File: src/rtl/swp_pkg.sv
// Package: shared types for the scratch/FIFO-level swap slice.
// Assumes level inputs are no wider than the 8-bit data bus.
package swp_pkg;

    localparam int DATA_W = 8;

    // Mode field values; 00 and 10 both select the receive level.
    typedef enum logic [1:0] {
        MODE_RX_A = 2'b00,
        MODE_TX   = 2'b01,
        MODE_RX_B = 2'b10,
        MODE_ALT  = 2'b11
    } swp_mode_t;

    // Source picked by the read multiplexer.
    typedef enum logic [1:0] {
        SRC_SCRATCH = 2'd0,
        SRC_RX      = 2'd1,
        SRC_TX      = 2'd2
    } swp_src_t;

    // Alternation phase of mode 11.
    typedef enum logic {
        PH_RX = 1'b0,
        PH_TX = 1'b1
    } swp_phase_t;

endpackage

File: src/rtl/swp_scratch_reg.sv
// Scratch byte storage.
// Loads only when the decoder flags a plain (swap-off) write; otherwise it
// holds indefinitely, which covers retention during idle or sleep.
module swp_scratch_reg #(
    parameter int          DATA_W    = 8,
    parameter logic [7:0]  RESET_VAL = 8'hFF
) (
    input  logic              clk,
    input  logic              rst_n,
    input  logic              load,
    input  logic [DATA_W-1:0] din,
    output logic [DATA_W-1:0] q
);

    // Purpose: hold the byte; reset to the documented default.
    always_ff @(posedge clk) begin
        if (!rst_n)
            q <= RESET_VAL[DATA_W-1:0];
        else if (load)
            q <= din;
    end

endmodule

File: src/rtl/swp_mode_ctl.sv
// Mode field and alternation phase.
// Assumes one strobe per access. A mode write and a read strobe in the same
// cycle resolve in favour of the write (phase goes back to receive).
module swp_mode_ctl
    import swp_pkg::*;
#(
    parameter int DATA_W = 8
) (
    input  logic              clk,
    input  logic              rst_n,
    input  logic              mode_wr,
    input  logic [DATA_W-1:0] din,
    input  logic              win_rd,
    output swp_mode_t         mode,
    output swp_phase_t        phase
);

    logic step;

    // Purpose: advance the phase only on window reads in alternating mode.
    always_comb begin
        step = win_rd && (mode == MODE_ALT);
    end

    // Purpose: capture bits 1:0 of a mode write; upper bits are dropped.
    always_ff @(posedge clk) begin
        if (!rst_n)
            mode <= MODE_RX_A;
        else if (mode_wr)
            mode <= swp_mode_t'(din[1:0]);
    end

    // Purpose: track receive/transmit turn; any mode write restarts it.
    always_ff @(posedge clk) begin
        if (!rst_n)
            phase <= PH_RX;
        else if (mode_wr)
            phase <= PH_RX;
        else if (step)
            phase <= (phase == PH_RX) ? PH_TX : PH_RX;
    end

endmodule

File: src/rtl/swp_read_mux.sv
// Read source selection and registered read data.
// The levels are sampled in the strobe cycle. Narrow levels are zero-extended.
module swp_read_mux
    import swp_pkg::*;
#(
    parameter int DATA_W = 8,
    parameter int LVL_W  = 8
) (
    input  logic              clk,
    input  logic              rst_n,
    input  logic              rd_hit,
    input  logic              swap_en,
    input  swp_mode_t         mode,
    input  swp_phase_t        phase,
    input  logic [DATA_W-1:0] scratch,
    input  logic [LVL_W-1:0]  rx_level,
    input  logic [LVL_W-1:0]  tx_level,
    output logic [DATA_W-1:0] rdata
);

    localparam int PAD_W = DATA_W - LVL_W;

    swp_src_t          src;
    logic [DATA_W-1:0] rx_ext;
    logic [DATA_W-1:0] tx_ext;
    logic [DATA_W-1:0] sel;

    // Purpose: widen the level inputs to the bus width.
    generate
        if (PAD_W > 0) begin : g_pad
            assign rx_ext = {{PAD_W{1'b0}}, rx_level};
            assign tx_ext = {{PAD_W{1'b0}}, tx_level};
        end else begin : g_nopad
            assign rx_ext = rx_level[DATA_W-1:0];
            assign tx_ext = tx_level[DATA_W-1:0];
        end
    endgenerate

    // Purpose: decode swap, mode and phase into a source.
    always_comb begin
        if (!swap_en) begin
            src = SRC_SCRATCH;
        end else begin
            unique case (mode)
                MODE_RX_A, MODE_RX_B: src = SRC_RX;
                MODE_TX:              src = SRC_TX;
                MODE_ALT:             src = (phase == PH_RX) ? SRC_RX : SRC_TX;
                default:              src = SRC_RX;
            endcase
        end
    end

    // Purpose: steer the chosen source onto the data path.
    always_comb begin
        unique case (src)
            SRC_RX:  sel = rx_ext;
            SRC_TX:  sel = tx_ext;
            default: sel = scratch;
        endcase
    end

    // Purpose: register read data on a window read; hold otherwise.
    always_ff @(posedge clk) begin
        if (!rst_n)
            rdata <= '0;
        else if (rd_hit)
            rdata <= sel;
    end

endmodule

File: src/rtl/swp_scratch_swap.sv
// Top: scratch byte that doubles as a FIFO-level window.
// Decodes the bus strobes at SCRATCH_ADDR. Plain writes go to the scratch
// register when swap is off; they go to the mode field when swap is on.
module swp_scratch_swap
    import swp_pkg::*;
#(
    parameter int               ADDR_W       = 3,
    parameter int               LVL_W        = 8,
    parameter logic [ADDR_W-1:0] SCRATCH_ADDR = 3'd7
) (
    input  logic              clk,
    input  logic              rst_n,
    input  logic [ADDR_W-1:0] bus_addr,
    input  logic              bus_wr,
    input  logic              bus_rd,
    input  logic [7:0]        bus_wdata,
    output logic [7:0]        bus_rdata,
    input  logic              swap_en,
    input  logic [LVL_W-1:0]  rx_level,
    input  logic [LVL_W-1:0]  tx_level
);

    logic       hit;
    logic       scr_load;
    logic       mode_wr;
    logic       rd_hit;
    logic [7:0] scratch_q;
    swp_mode_t  mode_q;
    swp_phase_t phase_q;

    // Purpose: address decode and routing of the write strobe.
    always_comb begin
        hit      = (bus_addr == SCRATCH_ADDR);
        scr_load = hit && bus_wr && !swap_en;
        mode_wr  = hit && bus_wr && swap_en;
        rd_hit   = hit && bus_rd;
    end

    swp_scratch_reg #(.DATA_W(DATA_W), .RESET_VAL(8'hFF)) u_scratch (
        .clk   (clk),
        .rst_n (rst_n),
        .load  (scr_load),
        .din   (bus_wdata),
        .q     (scratch_q)
    );

    swp_mode_ctl #(.DATA_W(DATA_W)) u_mode (
        .clk     (clk),
        .rst_n   (rst_n),
        .mode_wr (mode_wr),
        .din     (bus_wdata),
        .win_rd  (rd_hit && swap_en),
        .mode    (mode_q),
        .phase   (phase_q)
    );

    swp_read_mux #(.DATA_W(DATA_W), .LVL_W(LVL_W)) u_mux (
        .clk      (clk),
        .rst_n    (rst_n),
        .rd_hit   (rd_hit),
        .swap_en  (swap_en),
        .mode     (mode_q),
        .phase    (phase_q),
        .scratch  (scratch_q),
        .rx_level (rx_level),
        .tx_level (tx_level),
        .rdata    (bus_rdata)
    );

endmodule

File: config.mk
export PLATFORM = sky130hd
export DESIGN_NAME = swp_scratch_swap
export DESIGN_NICKNAME = d
export VERILOG_FILES = /design/src/rtl/swp_pkg.sv /design/src/rtl/swp_scratch_reg.sv /design/src/rtl/swp_mode_ctl.sv /design/src/rtl/swp_read_mux.sv /design/src/rtl/swp_scratch_swap.sv
export SDC_FILE = /design/constraint.sdc
export NUM_CORES = 1
export LEC_CHECK = 0
export ABC_AREA = 0
export ABC_CLOCK_PERIOD_IN_PS = 1900
export BUFFER_PORTS_ARGS = -buffer_cell sky130_fd_sc_hd__buf_4
export CELL_PAD_IN_SITES_DETAIL_PLACEMENT = 1
export CELL_PAD_IN_SITES_GLOBAL_PLACEMENT = 2
export CORE_MARGIN = 2
export CORE_UTILIZATION = 29
export CTS_BUF_LIST = sky130_fd_sc_hd__clkbuf_2 sky130_fd_sc_hd__clkbuf_4 sky130_fd_sc_hd__clkbuf_8
export CTS_CLUSTER_DIAMETER = 40
export CTS_CLUSTER_SIZE = 16
export DETAILED_ROUTE_END_ITERATION = 7
export HOLD_SLACK_MARGIN = 0.08
export PLACE_DENSITY = 0.88
export SYNTH_ARGS = -nofsm -noshare
export SYNTH_HDL_FRONTEND = slang
export SYNTH_HIERARCHICAL = 1
export SYNTH_SLANG_ARGS = --single-unit
export TNS_END_PERCENT = 20
File: constraint.sdc
create_clock -name clk -period 1.9 [get_ports clk]
set_input_delay 0.38 -clock clk [delete_from_list [all_inputs] [get_ports clk]]
set_output_delay 0.38 -clock clk [all_outputs]
set_load 0.01 [all_outputs]
==> summary.md, run 1 <==
| Metric | Value |
|---|---|
| Vias after detailed routing | 829 |
| Final wirelength | 2520 um |
| All-Layer GR Usage | 13.8% |
| I/O Pins | 40 |
| CTS tree | built |
| Commonest non-fill, non-tap cell in the layout | buf_4 |
| Post-route DRC | 0 |
| RSZ-0062 raised after global routing | false |
| First-pass GRT wire length | 4360 um |
| Post-route setup TNS | 0 ps |
| Final setup vio count | 0 |
| Die Footprint | 3920 um2 |
| # diodes | 0 |
| Kind of critical path | reg2reg |
| Routed wire length per instance | 14.4 um |
| Worst hold slack | 294 ps |
| Most frequent cells in the layout | buf_4 (40), dfxtp_1 (19), mux2i_1 (11) |
| Power Density | 561 nW/um2 |
| WP data arrival | 1960 ps |
| Number of global-route vias before repair | 958 |
| Crit path max fanout | 8 |
| Cell total after placement | 171 |
| Fmax | 0.567 GHz |
| Synth Area per Inst | 11.0 um2 |
| H-tree lvl count | 1 |
| Remaining Overflow, GRT | 0 |
| Leak | 0.000549 uW |
| IO Port Bufs | 39 |
| Req. time, crit path | 2090 ps |
| Worst min-delay path class | in2reg |
| Netlist cell types | 25 |
| Minimum clock period | 1760 ps |
| Net count after synthesis | 125 |
| Actual slew at the worst max-slew pin | 495 ps |
| Worst Clk Skew | 4.41 ps |
| Layout cells sized above 1 | 48.8% |
| Area grow syn2layout | 32.6% |
| Slew margin rel. | 67.0% |
| Slew Limit Fails | 0 |
| Fillers | 399 |
| Non-Filler Instances | 175 |
| Final GP Congestion | 0.771 |
| #FFs+latches synth | 19 |
| Fin util | 39.9% |
| DP Wirelength | 1970 um |
| Vias per std cell | 4.74 |
| Die span in x | 62.6 um |
| Final ANT Viol Nets | 0 |
| Syn Inst Count | 91 |
| Max Cap Violations | 0 |
| Post-synthesis sequential area ratio | 38.1% |
| Hold_buf cts | 0 |
| Final Cycle Share | 92.9% |
| Nets | 164 |
| Inserted Clock Buffers | 3 |
| Starting DRC count in detailed routing | 15 |
| Worst-skew pair later-pin latency | 300 ps |
| Core Area | 3310 um2 |
| Hold Vio Cnt, Final | 0 |
| Post-route cell area | 1320 um2 |
| Syn. warnings | 6 |
| Clock transition at path regs | 110 ps |
| # rows | 21 |
| Startpoint Class | flip-flop |
| CTS Root Cell | clkbuf_4 |
| Maximum VDD drop | 0.000394 V |
| Initial antenna violation count | 0 |
| Max Buffers Root-to-Sink | 2 |
| DR pass1 iterations | 3 |
| Initial Utilization | 30.1% |
| Status | completed |
| Synthesized cell area | 997 um2 |
| Chip Height | 62.6 um |
| Endpoint class of the critical path | flip-flop |
| Largest net degree at the start of global routing | 21 |
| Dpl cell area | 1290 um2 |
| Clock Sink Count | 19 |
## flip-flops by register name (all words and copies together) (netlist names)
register / count
u_mode/phase: 1
u_scratch/q: 8
u_mux/rdata: 8
u_mode/mode: 2
## cells by family (layout without fill, tap and decap cells)
group | after synthesis | in the layout | share of synthesized area, %
AOI/OAI and AO/OA | 17 | 17 | 17.7
adders and majority gates | 2 | 2 | 2.51
buffers and inverters | 9 | 47 | 7.15
DFF | 19 | 19 | 38.1
muxes | 11 | 11 | 11.0
and+or+nand+nor | 33 | 33 | 23.5
## metrics by stage
step / power (uW) / setup slack [ps]
after detailed placement: 542 / 71.1
after floorplan: 470 / 203
after CTS: 754 / 36.6
after global placement: 539 / 113
after global routing: 780 / 30.2
final: 742 / 135
## final cells by class
cell class	count	area, um2	area share, %
clock buffer	3	22.5	1.70
timing repair buffer	40	300	22.7
tap	46	57.6	4.35
clock inverter	1	5.00	0.378
multi-input combinational	63	546	41.2
inverter	3	11.3	0.851
sequential	19	380	28.8
## routing by layer
metal / up-vias / wire, um / track usage [%]
li1: 411 / - / -
met1: 390 / 1030 / 16.4
met2: 28 / 1300 / 24.6
met3: 0 / 184 / 5.23
met4: 0 / 0 / 0.833
met5: - / 0 / 0
## synth_stat cells
master    count  share of area [%]
nor3b_2       7                8.8
nand2_2       1               0.63
nor2b_1       2                1.3
o21ai_0       2                1.0
a221oi_2      8                 12
nor2_1        4                1.5
nand4_1       1               0.63
nand3_1       1               0.50
or2_2         1               0.63
and4_4        1                1.1
or3b_1        1               0.88
dfxtp_1      19                 38
buf_8         1                1.5
nand2b_4      1                1.4
mux2i_1      11                 11
nand3b_1      2                1.5
buf_4         1               0.75
o221ai_1      1               0.88
buf_1         1               0.38
buf_6         3                3.4
ha_1          2                2.5
nand2_1       9                3.4
o22ai_1       6                3.8
and2_1        2                1.3
inv_1         3                1.1
## worst max-delay path, stage by stage, from the launching register on
cell      delay, ps
dfxtp_1         350
inv_1            60
o21ai_1         110
or2_2           290
ha_1            320
nand2b_4        220
a221oi_2        240
nor3b_2          80
## what timing repair did
action / CTS / global route
endpoints found under the setup margin: 0 / 8
gates resized for setup: 0 / 1
endpoints found under the hold margin: 0 / 0
buffers inserted: 0 / 0
## final timing paths
path | cells past startpoint | slack [ps] | end | from
worst max-delay path | 7 | 140 | u_mux/rdata[6] | u_mode/mode[1]
worst min register to register | 2 | 490 | u_scratch/q[1] | u_scratch/q[1]
worst max register to register | 7 | 140 | u_mux/rdata[6] | u_mode/mode[1]
worst min-delay path | 3 | 290 | u_scratch/q[2] | bus_wdata[2]
## where the power goes
part	total [uW]	internal, uW	switching [uW]
logic	121	70.5	50.1
clock network	209	78.4	131
registers	412	407	5.04
No activity file was read; power rests on OpenSTA's default activity.
==> run 2: changes to the inputs <==
--- a/config.mk
+++ b/config.mk
@@ -7,9 +7,8 @@
 export LEC_CHECK = 0
 export ABC_AREA = 0
-export ABC_CLOCK_PERIOD_IN_PS = 1900
 export BUFFER_PORTS_ARGS = -buffer_cell sky130_fd_sc_hd__buf_4
 export CELL_PAD_IN_SITES_DETAIL_PLACEMENT = 1
 export CELL_PAD_IN_SITES_GLOBAL_PLACEMENT = 2
-export CORE_MARGIN = 2
+export CORE_MARGIN = 4
 export CORE_UTILIZATION = 29
 export CTS_BUF_LIST = sky130_fd_sc_hd__clkbuf_2 sky130_fd_sc_hd__clkbuf_4 sky130_fd_sc_hd__clkbuf_8
==> constraint.sdc (replaced) <==
create_clock -name clk -period 1.9 [get_ports clk]
set_input_delay 0.38 -clock clk [delete_from_list [all_inputs] [get_ports clk]]
set_output_delay 0.38 -clock clk [all_outputs]
set_load 0.02 [all_outputs]
==> run 2 against run 1 <==
Compared with the run above: worst setup slack gained 49 ps; wire length grew 0.16%; sequential power is essentially flat; cell count is the same; clock-buffer cell count is the same; global-route usage shrank 1.4 points; power grew 1.6%; critical path type unchanged; critical endpoint is now u_mux/rdata[1]; largest power group unchanged.
==> summary.md, run 2 (same netlist as run 1, synthesis figures left out) <==
| Metric | Value |
|---|---|
| Endpoint class of the critical path | flip-flop |
| Die span in x | 66.6 um (+6.4%) |
| Number of global-route vias before repair | 933 (-2.6%) |
| Max Buffers Root-to-Sink | 2 (unchanged) |
| Final setup vio count | 0 (unchanged) |
| Chip Height | 66.6 um (+6.4%) |
| DR pass1 iterations | 4 (+1) |
| I/O Pins | 40 (unchanged) |
| Sequential share of power | 54.8% (-0.7 points) |
| Initial antenna violation count | 0 (unchanged) |
| Fmax | 0.583 GHz (+2.8%) |
| Int Pwr | 559 uW (+0.52%) |
| Layout cells sized above 1 | 49.6% (+0.78 points) |
| Routed wire length per instance | 14.4 um (+0.16%) |
| Final GP Congestion | 0.817 (+5.9%) |
| Combinational share of power | 16.6% (+0.3 points) |
| Actual slew at the worst max-slew pin | 449 ps (-46.8 ps) |
| Final Cycle Share | 90.3% (-2.6 points) |
| Total power | 753 uW (+1.6%) |
| Max Cap Violations | 0 (unchanged) |
| Crit path max fanout | 8 (unchanged) |
| Post-route setup TNS | 0 ps (unchanged) |
| Worst Clk Skew | 4.44 ps (+0.0267 ps) |
| Startpoint Class | flip-flop |
| Fillers | 389 (-2.5%) |
| Top flop regs | u_mux/rdata: 8 flops, u_scratch/q: 8 flops, u_mode/mode: 2 flops |
| Area of the multi-input gates | 548 um2 (+0.46%) |
| Worst min-delay path class | in2reg |
| Clock power share | 28.7% (+0.5 points) |
| All-Layer GR Usage | 12.4% (-1.4 points) |
| Post-route DRC | 0 (unchanged) |
| Die Footprint | 4440 um2 (+13%) |
| WP data arrival | 1920 ps (-40 ps) |
| Leak | 0.000544 uW (-0.88%) |
| Power Density | 567 nW/um2 (+1.2%) |
| First-pass GRT wire length | 4210 um (-3.5%) |
| DP Wirelength | 2040 um (+3.8%) |
| Core Area | 3340 um2 (+0.79%) |
| Post-CTS setup repair buffer count | 0 (unchanged) |
| Vias after detailed routing | 841 (+1.4%) |
| Vias per std cell | 4.81 (+1.4%) |
| Final wirelength | 2520 um (+0.16%) |
| Dpl cell area | 1290 um2 (unchanged) |
| IO Port Bufs | 39 (unchanged) |
| # resized after CTS | 0 (unchanged) |
| Minimum clock period | 1720 ps (-48.7 ps) |
| Maximum VDD drop | 0.000439 V (+12%) |
| H-tree lvl count | 1 (unchanged) |
| Nets | 164 (unchanged) |
| # diodes | 0 (unchanged) |
| Final ANT Viol Nets | 0 (unchanged) |
| Slew Limit Fails | 0 (unchanged) |
| CTS Root Cell | clkbuf_4 |
| RSZ-0062 raised after global routing | false |
| Hold_buf cts | 0 (unchanged) |
| Sw frac | 25.8% (+0.78 points) |
| Post-route cell area | 1330 um2 (+0.38%) |
| FF/Latch Area | 380 um2 (unchanged) |
| Remaining Overflow, GRT | 0 (unchanged) |
| Inserted Clock Buffers | 3 (unchanged) |
| Status | completed |
| # rows | 21 (unchanged) |
| Clock transition at path regs | 120 ps (about the same) |
| Clock Sink Count | 19 (unchanged) |
| Commonest non-fill, non-tap cell in the layout | buf_4 |
| Slew margin rel. | 70.1% (+3.1 points) |
| Req. time, crit path | 2100 ps (about the same) |
| Hold Vio Cnt, Final | 0 (unchanged) |
| Worst-skew pair later-pin latency | 310 ps (about the same) |
| Switching pwr | 195 uW (+4.8%) |
| Initial Utilization | 29.9% (-0.24 points) |
| Most frequent cells in the layout | buf_4 (40), dfxtp_1 (19), mux2i_1 (11) |
| Starting DRC count in detailed routing | 15 (unchanged) |
| Kind of critical path | reg2reg |
| Area grow syn2layout | 33.1% |
| Largest net degree at the start of global routing | 21 (unchanged) |
| CTS tree | built |
run 2: cell count changes in the layout (fill, tap and decap cells not counted):
cell        before  now
clkinv_2         1    0
clkinvlp_4       0    1
ha_1             2    1
ha_2             0    1
run 2: metal layers:
layer / GRT usage [%] / vias to the layer above / share of wire, %
met1: 14.5 / 394 / 42
met2: 21.9 / 32 / 49
met4: 4.06 / 0 / 1.9
met3: 3.04 / 5 / 7.2
met5: 0 / - / 0
li1: - / 410 / -
run 2: final cells by class:
type                       instances  share of cell area [%]
tap                               46                    4.34
sequential                        19                    28.7
multi-input combinational         63                    41.3
clock inverter                     1                   0.566
clock buffer                       3                    1.70
inverter                           3                   0.848
timing repair buffer              40                    22.6
run 2: critical path, stage by stage, from the launching register on:
cell and delay (ps):
dfxtp_1 360, inv_1 40, o21ai_1 220, and2_1 170
ha_2 290, nand2b_4 210, a221oi_2 230, nor3b_2 80
run 2: power groups by stage:
stage / clock, uW / sequential, uW / combinational, uW
2_1_floorplan: 0 / 427 / 47.3
3_3_place_gp: 0 / 421 / 122
5_1_grt: 240 / 414 / 135
3_5_place_dp: 0 / 422 / 125
4_1_cts: 231 / 413 / 126
6_report: 216 / 413 / 125
run 2: worst paths after layout:
check                                       to            from  slack (ps)  cells after the start
worst max-delay path            u_mux/rdata[1]  u_mode/mode[1]         180                      7
worst min-delay path            u_scratch/q[6]    bus_wdata[6]         280                      3
worst max register to register  u_mux/rdata[1]  u_mode/mode[1]         180                      7
worst min register to register  u_scratch/q[4]  u_scratch/q[4]         500                      2
run 2: through the flow:
| stage | utilization [%] | cells | hold slack [ps] | worst slack [ps] |
|---|---|---|---|---|
| global route | 39.8 | 175 | 274 | 9.07 |
| global placement | 38.8 | 171 | 466 | 114 |
| detailed placement | 38.8 | 171 | 476 | 90.0 |
| CTS | 39.7 | 175 | 268 | 81.4 |
| finish | 39.8 | 175 | 279 | 184 |
| floorplan | - | 91 | 432 | 203 |
==> run 3: changes to the inputs <==
- CTS_CLUSTER_SIZE: 16 -> not set
- PLACE_DENSITY: 0.88 -> 0.89
==> run 3 against run 2 <==
Compared with the run above: sequential share of layout area is the same; non-clock buffer count did not move; sequential power hardly changed; worst setup slack better by 2.8 ps; critical path depth unchanged; worst hold slack worse by 0.87 ps; register-to-register slack is essentially flat; clock-buffer cell count did not move; global-route usage is 0.13 points higher; first-iteration DRC count is 20% higher; cell count is the same; die area unchanged.
==> summary.md, run 3 (same netlist as run 1, synthesis figures left out) <==
| Metric | Value |
|---|---|
| Cell total after placement | 171 (unchanged) |
| Most frequent cells in the layout | buf_4 (40), dfxtp_1 (19), mux2i_1 (11) |
| Hold_buf cts | 0 (unchanged) |
| Post-route DRC | 0 (unchanged) |
| Largest stage delay on the critical path | 370 ps (about the same) |
| Actual slew at the worst max-slew pin | 460 ps (+11.0 ps) |
| Worst hold slack | 278 ps (-0.875 ps) |
| Worst Clk Skew | 13.7 ps (+9.21 ps) |
| Slew Limit Fails | 0 (unchanged) |
| Top Family by Delay on Critical Path | simple AND/OR/NAND/NOR gates |
| Status | completed |
| Minimum clock period | 1710 ps (-2.78 ps) |
| Hold Path Sink | u_scratch/q[4] |
| Crit path max fanout | 8 (unchanged) |
| CP Buf/Inv Count | 1 (unchanged) |
| Reg2reg end | u_mux/rdata[4] |
| Final GP Congestion | 0.792 (-3.0%) |
| IO Port Bufs | 39 (unchanged) |
| Fin util | 39.8% (unchanged) |
| Vias after detailed routing | 831 (-1.2%) |
| CTS tree | built |
| Req. time, crit path | 2100 ps (about the same) |
| Non-Filler Instances | 175 (unchanged) |
| Max Buffers Root-to-Sink | 2 (unchanged) |
| Reg-to-reg slack, setup | 190 ps (about the same) |
| Clock power share | 28.4% (-0.3 points) |
| Vias per std cell | 4.75 (-1.2%) |
| Slowest cell on crit path | dfxtp_1 |
| Power Density | 565 nW/um2 (-0.46%) |
| H-tree lvl count | 1 (unchanged) |
| Hold depth | 3 (unchanged) |
| Worst-skew pair later-pin latency | 310 ps (about the same) |
| First-pass GRT wire length | 4250 um (+0.97%) |
| Final Cycle Share | 90.2% (-0.15 points) |
| Maximum VDD drop | 0.000318 V (-28%) |
| Combinational share of power | 16.6% (about the same) |
| Leak | 0.000544 uW (unchanged) |
| DR pass1 iterations | 2 (-2) |
| Sequential share of power | 55.0% (+0.2 points) |
| Post-route setup TNS | 0 ps (unchanged) |
| Int Pwr | 559 uW (about the same) |
| Final setup vio count | 0 (unchanged) |
| Sw frac | 25.5% (-0.33 points) |
| Routed wire length per instance | 14.4 um (-0.12%) |
| Final wirelength | 2520 um (-0.12%) |
| Die span in x | 66.6 um (unchanged) |
| RR Startpoint | u_mode/mode[1] |
| Fmax | 0.584 GHz (+0.16%) |
| # diodes | 0 (unchanged) |
| Endpoint class of the critical path | flip-flop |
| Clock Sink Count | 19 (unchanged) |
| Initial antenna violation count | 0 (unchanged) |
| Final ANT Viol Nets | 0 (unchanged) |
| # rows | 21 (unchanged) |
| Fillers | 393 (+1.0%) |
| Commonest non-fill, non-tap cell in the layout | buf_4 |
| Die Footprint | 4440 um2 (unchanged) |
| Initial Utilization | 29.9% (unchanged) |
| Switching pwr | 191 uW (-1.7%) |
| Largest net degree at the start of global routing | 21 (unchanged) |
| Worst min-delay path class | in2reg |
| Hold Vio Cnt, Final | 0 (unchanged) |
| Slew margin rel. | 69.4% (-0.73 points) |
| Reg2Reg Depth | 7 (unchanged) |
| Starting DRC count in detailed routing | 18 (+3) |
| WP data arrival | 1920 ps (about the same) |
| RSZ-0062 raised after global routing | false |
| Inserted Clock Buffers | 3 (unchanged) |
| Area grow syn2layout | 33.1% (unchanged) |
| Chip Height | 66.6 um (unchanged) |
| CTS Root Cell | clkbuf_4 |
| Top flop regs | u_mux/rdata: 8 flops, u_scratch/q: 8 flops, u_mode/mode: 2 flops |
| Area of the multi-input gates | 548 um2 (unchanged) |
| Core Area | 3340 um2 (unchanged) |
| All-Layer GR Usage | 12.5% (+0.13 points) |
| Worst min-delay path startpoint | bus_wdata[4] |
| Nets | 164 (unchanged) |
| Layout cells sized above 1 | 49.6% (unchanged) |
| Max Cap Violations | 0 (unchanged) |
| I/O Pins | 40 (unchanged) |
| Clock transition at path regs | 120 ps (about the same) |
| Startpoint Class | flip-flop |
| Cell Chain, Critical Path | inv_1 > o21ai_1 > and2_1 > ha_2 > nand2b_4 > a221oi_2 > nor3b_2 |
| Kind of critical path | reg2reg |
| Remaining Overflow, GRT | 0 (unchanged) |
| Total power | 750 uW (-0.46%) |
| DP Wirelength | 2000 um (-1.8%) |
| FF/Latch Area | 380 um2 (unchanged) |
| Number of global-route vias before repair | 930 (-0.32%) |
run 3: how the worst max path moves through the flow:
stage | start | to | slack, ps | cells past startpoint
3_3_place_gp | swap_en | u_mux/rdata[6] | 120 | 7
4_1_cts | u_mode/mode[1] | u_mux/rdata[6] | 100 | 7
2_1_floorplan | u_mode/mode[1] | u_mux/rdata[0] | 200 | 8
6_report | u_mode/mode[1] | u_mux/rdata[4] | 190 | 7
3_5_place_dp | swap_en | u_mux/rdata[4] | 80 | 7
5_1_grt | u_mode/mode[1] | u_mux/rdata[6] | 30 | 7
run 3: repair_timing:
action                                  CTS  global route
endpoints found under the setup margin    0             8
buffers inserted                          0             0
resized for setup                         0             2
hold endpoints to repair                  0             0
run 3: routing by layer:
layer  part of all wire (%)  track usage [%]
met1                     43             14.7
met2                     50             21.5
met3                    6.6             5.06
met4                   0.36             2.28
met5                      0                0
run 3: stage by stage:
stage / setup slack (ps) / instance area (um2)
3_5_place_dp: 84.8 / 1290
2_1_floorplan: 203 / 997
3_3_place_gp: 120 / 1290
5_1_grt: 30.7 / 1330
6_report: 187 / 1330
4_1_cts: 98.1 / 1330
run 3: final cells by class:
class                      instances  share of cell area [%]
multi-input combinational         63                    41.3
sequential                        19                    28.7
timing repair buffer              40                    22.6
tap                               46                    4.34
clock buffer                       3                    1.70
inverter                           3                   0.848
clock inverter                     1                   0.566
run 3: tightest hold or removal path, stage by stage:
cell and delay [ps]:
buf_4 80, mux2i_1 50, nand2_1 50
run 3: power by group through the flow:
stage          clock, uW  combinational, uW  sequential, uW
3_5_place_dp           0                125             421
5_1_grt              246                136             413
6_report             213                124             412
2_1_floorplan          0               47.3             427
3_3_place_gp           0                122             421
4_1_cts              229                126             413
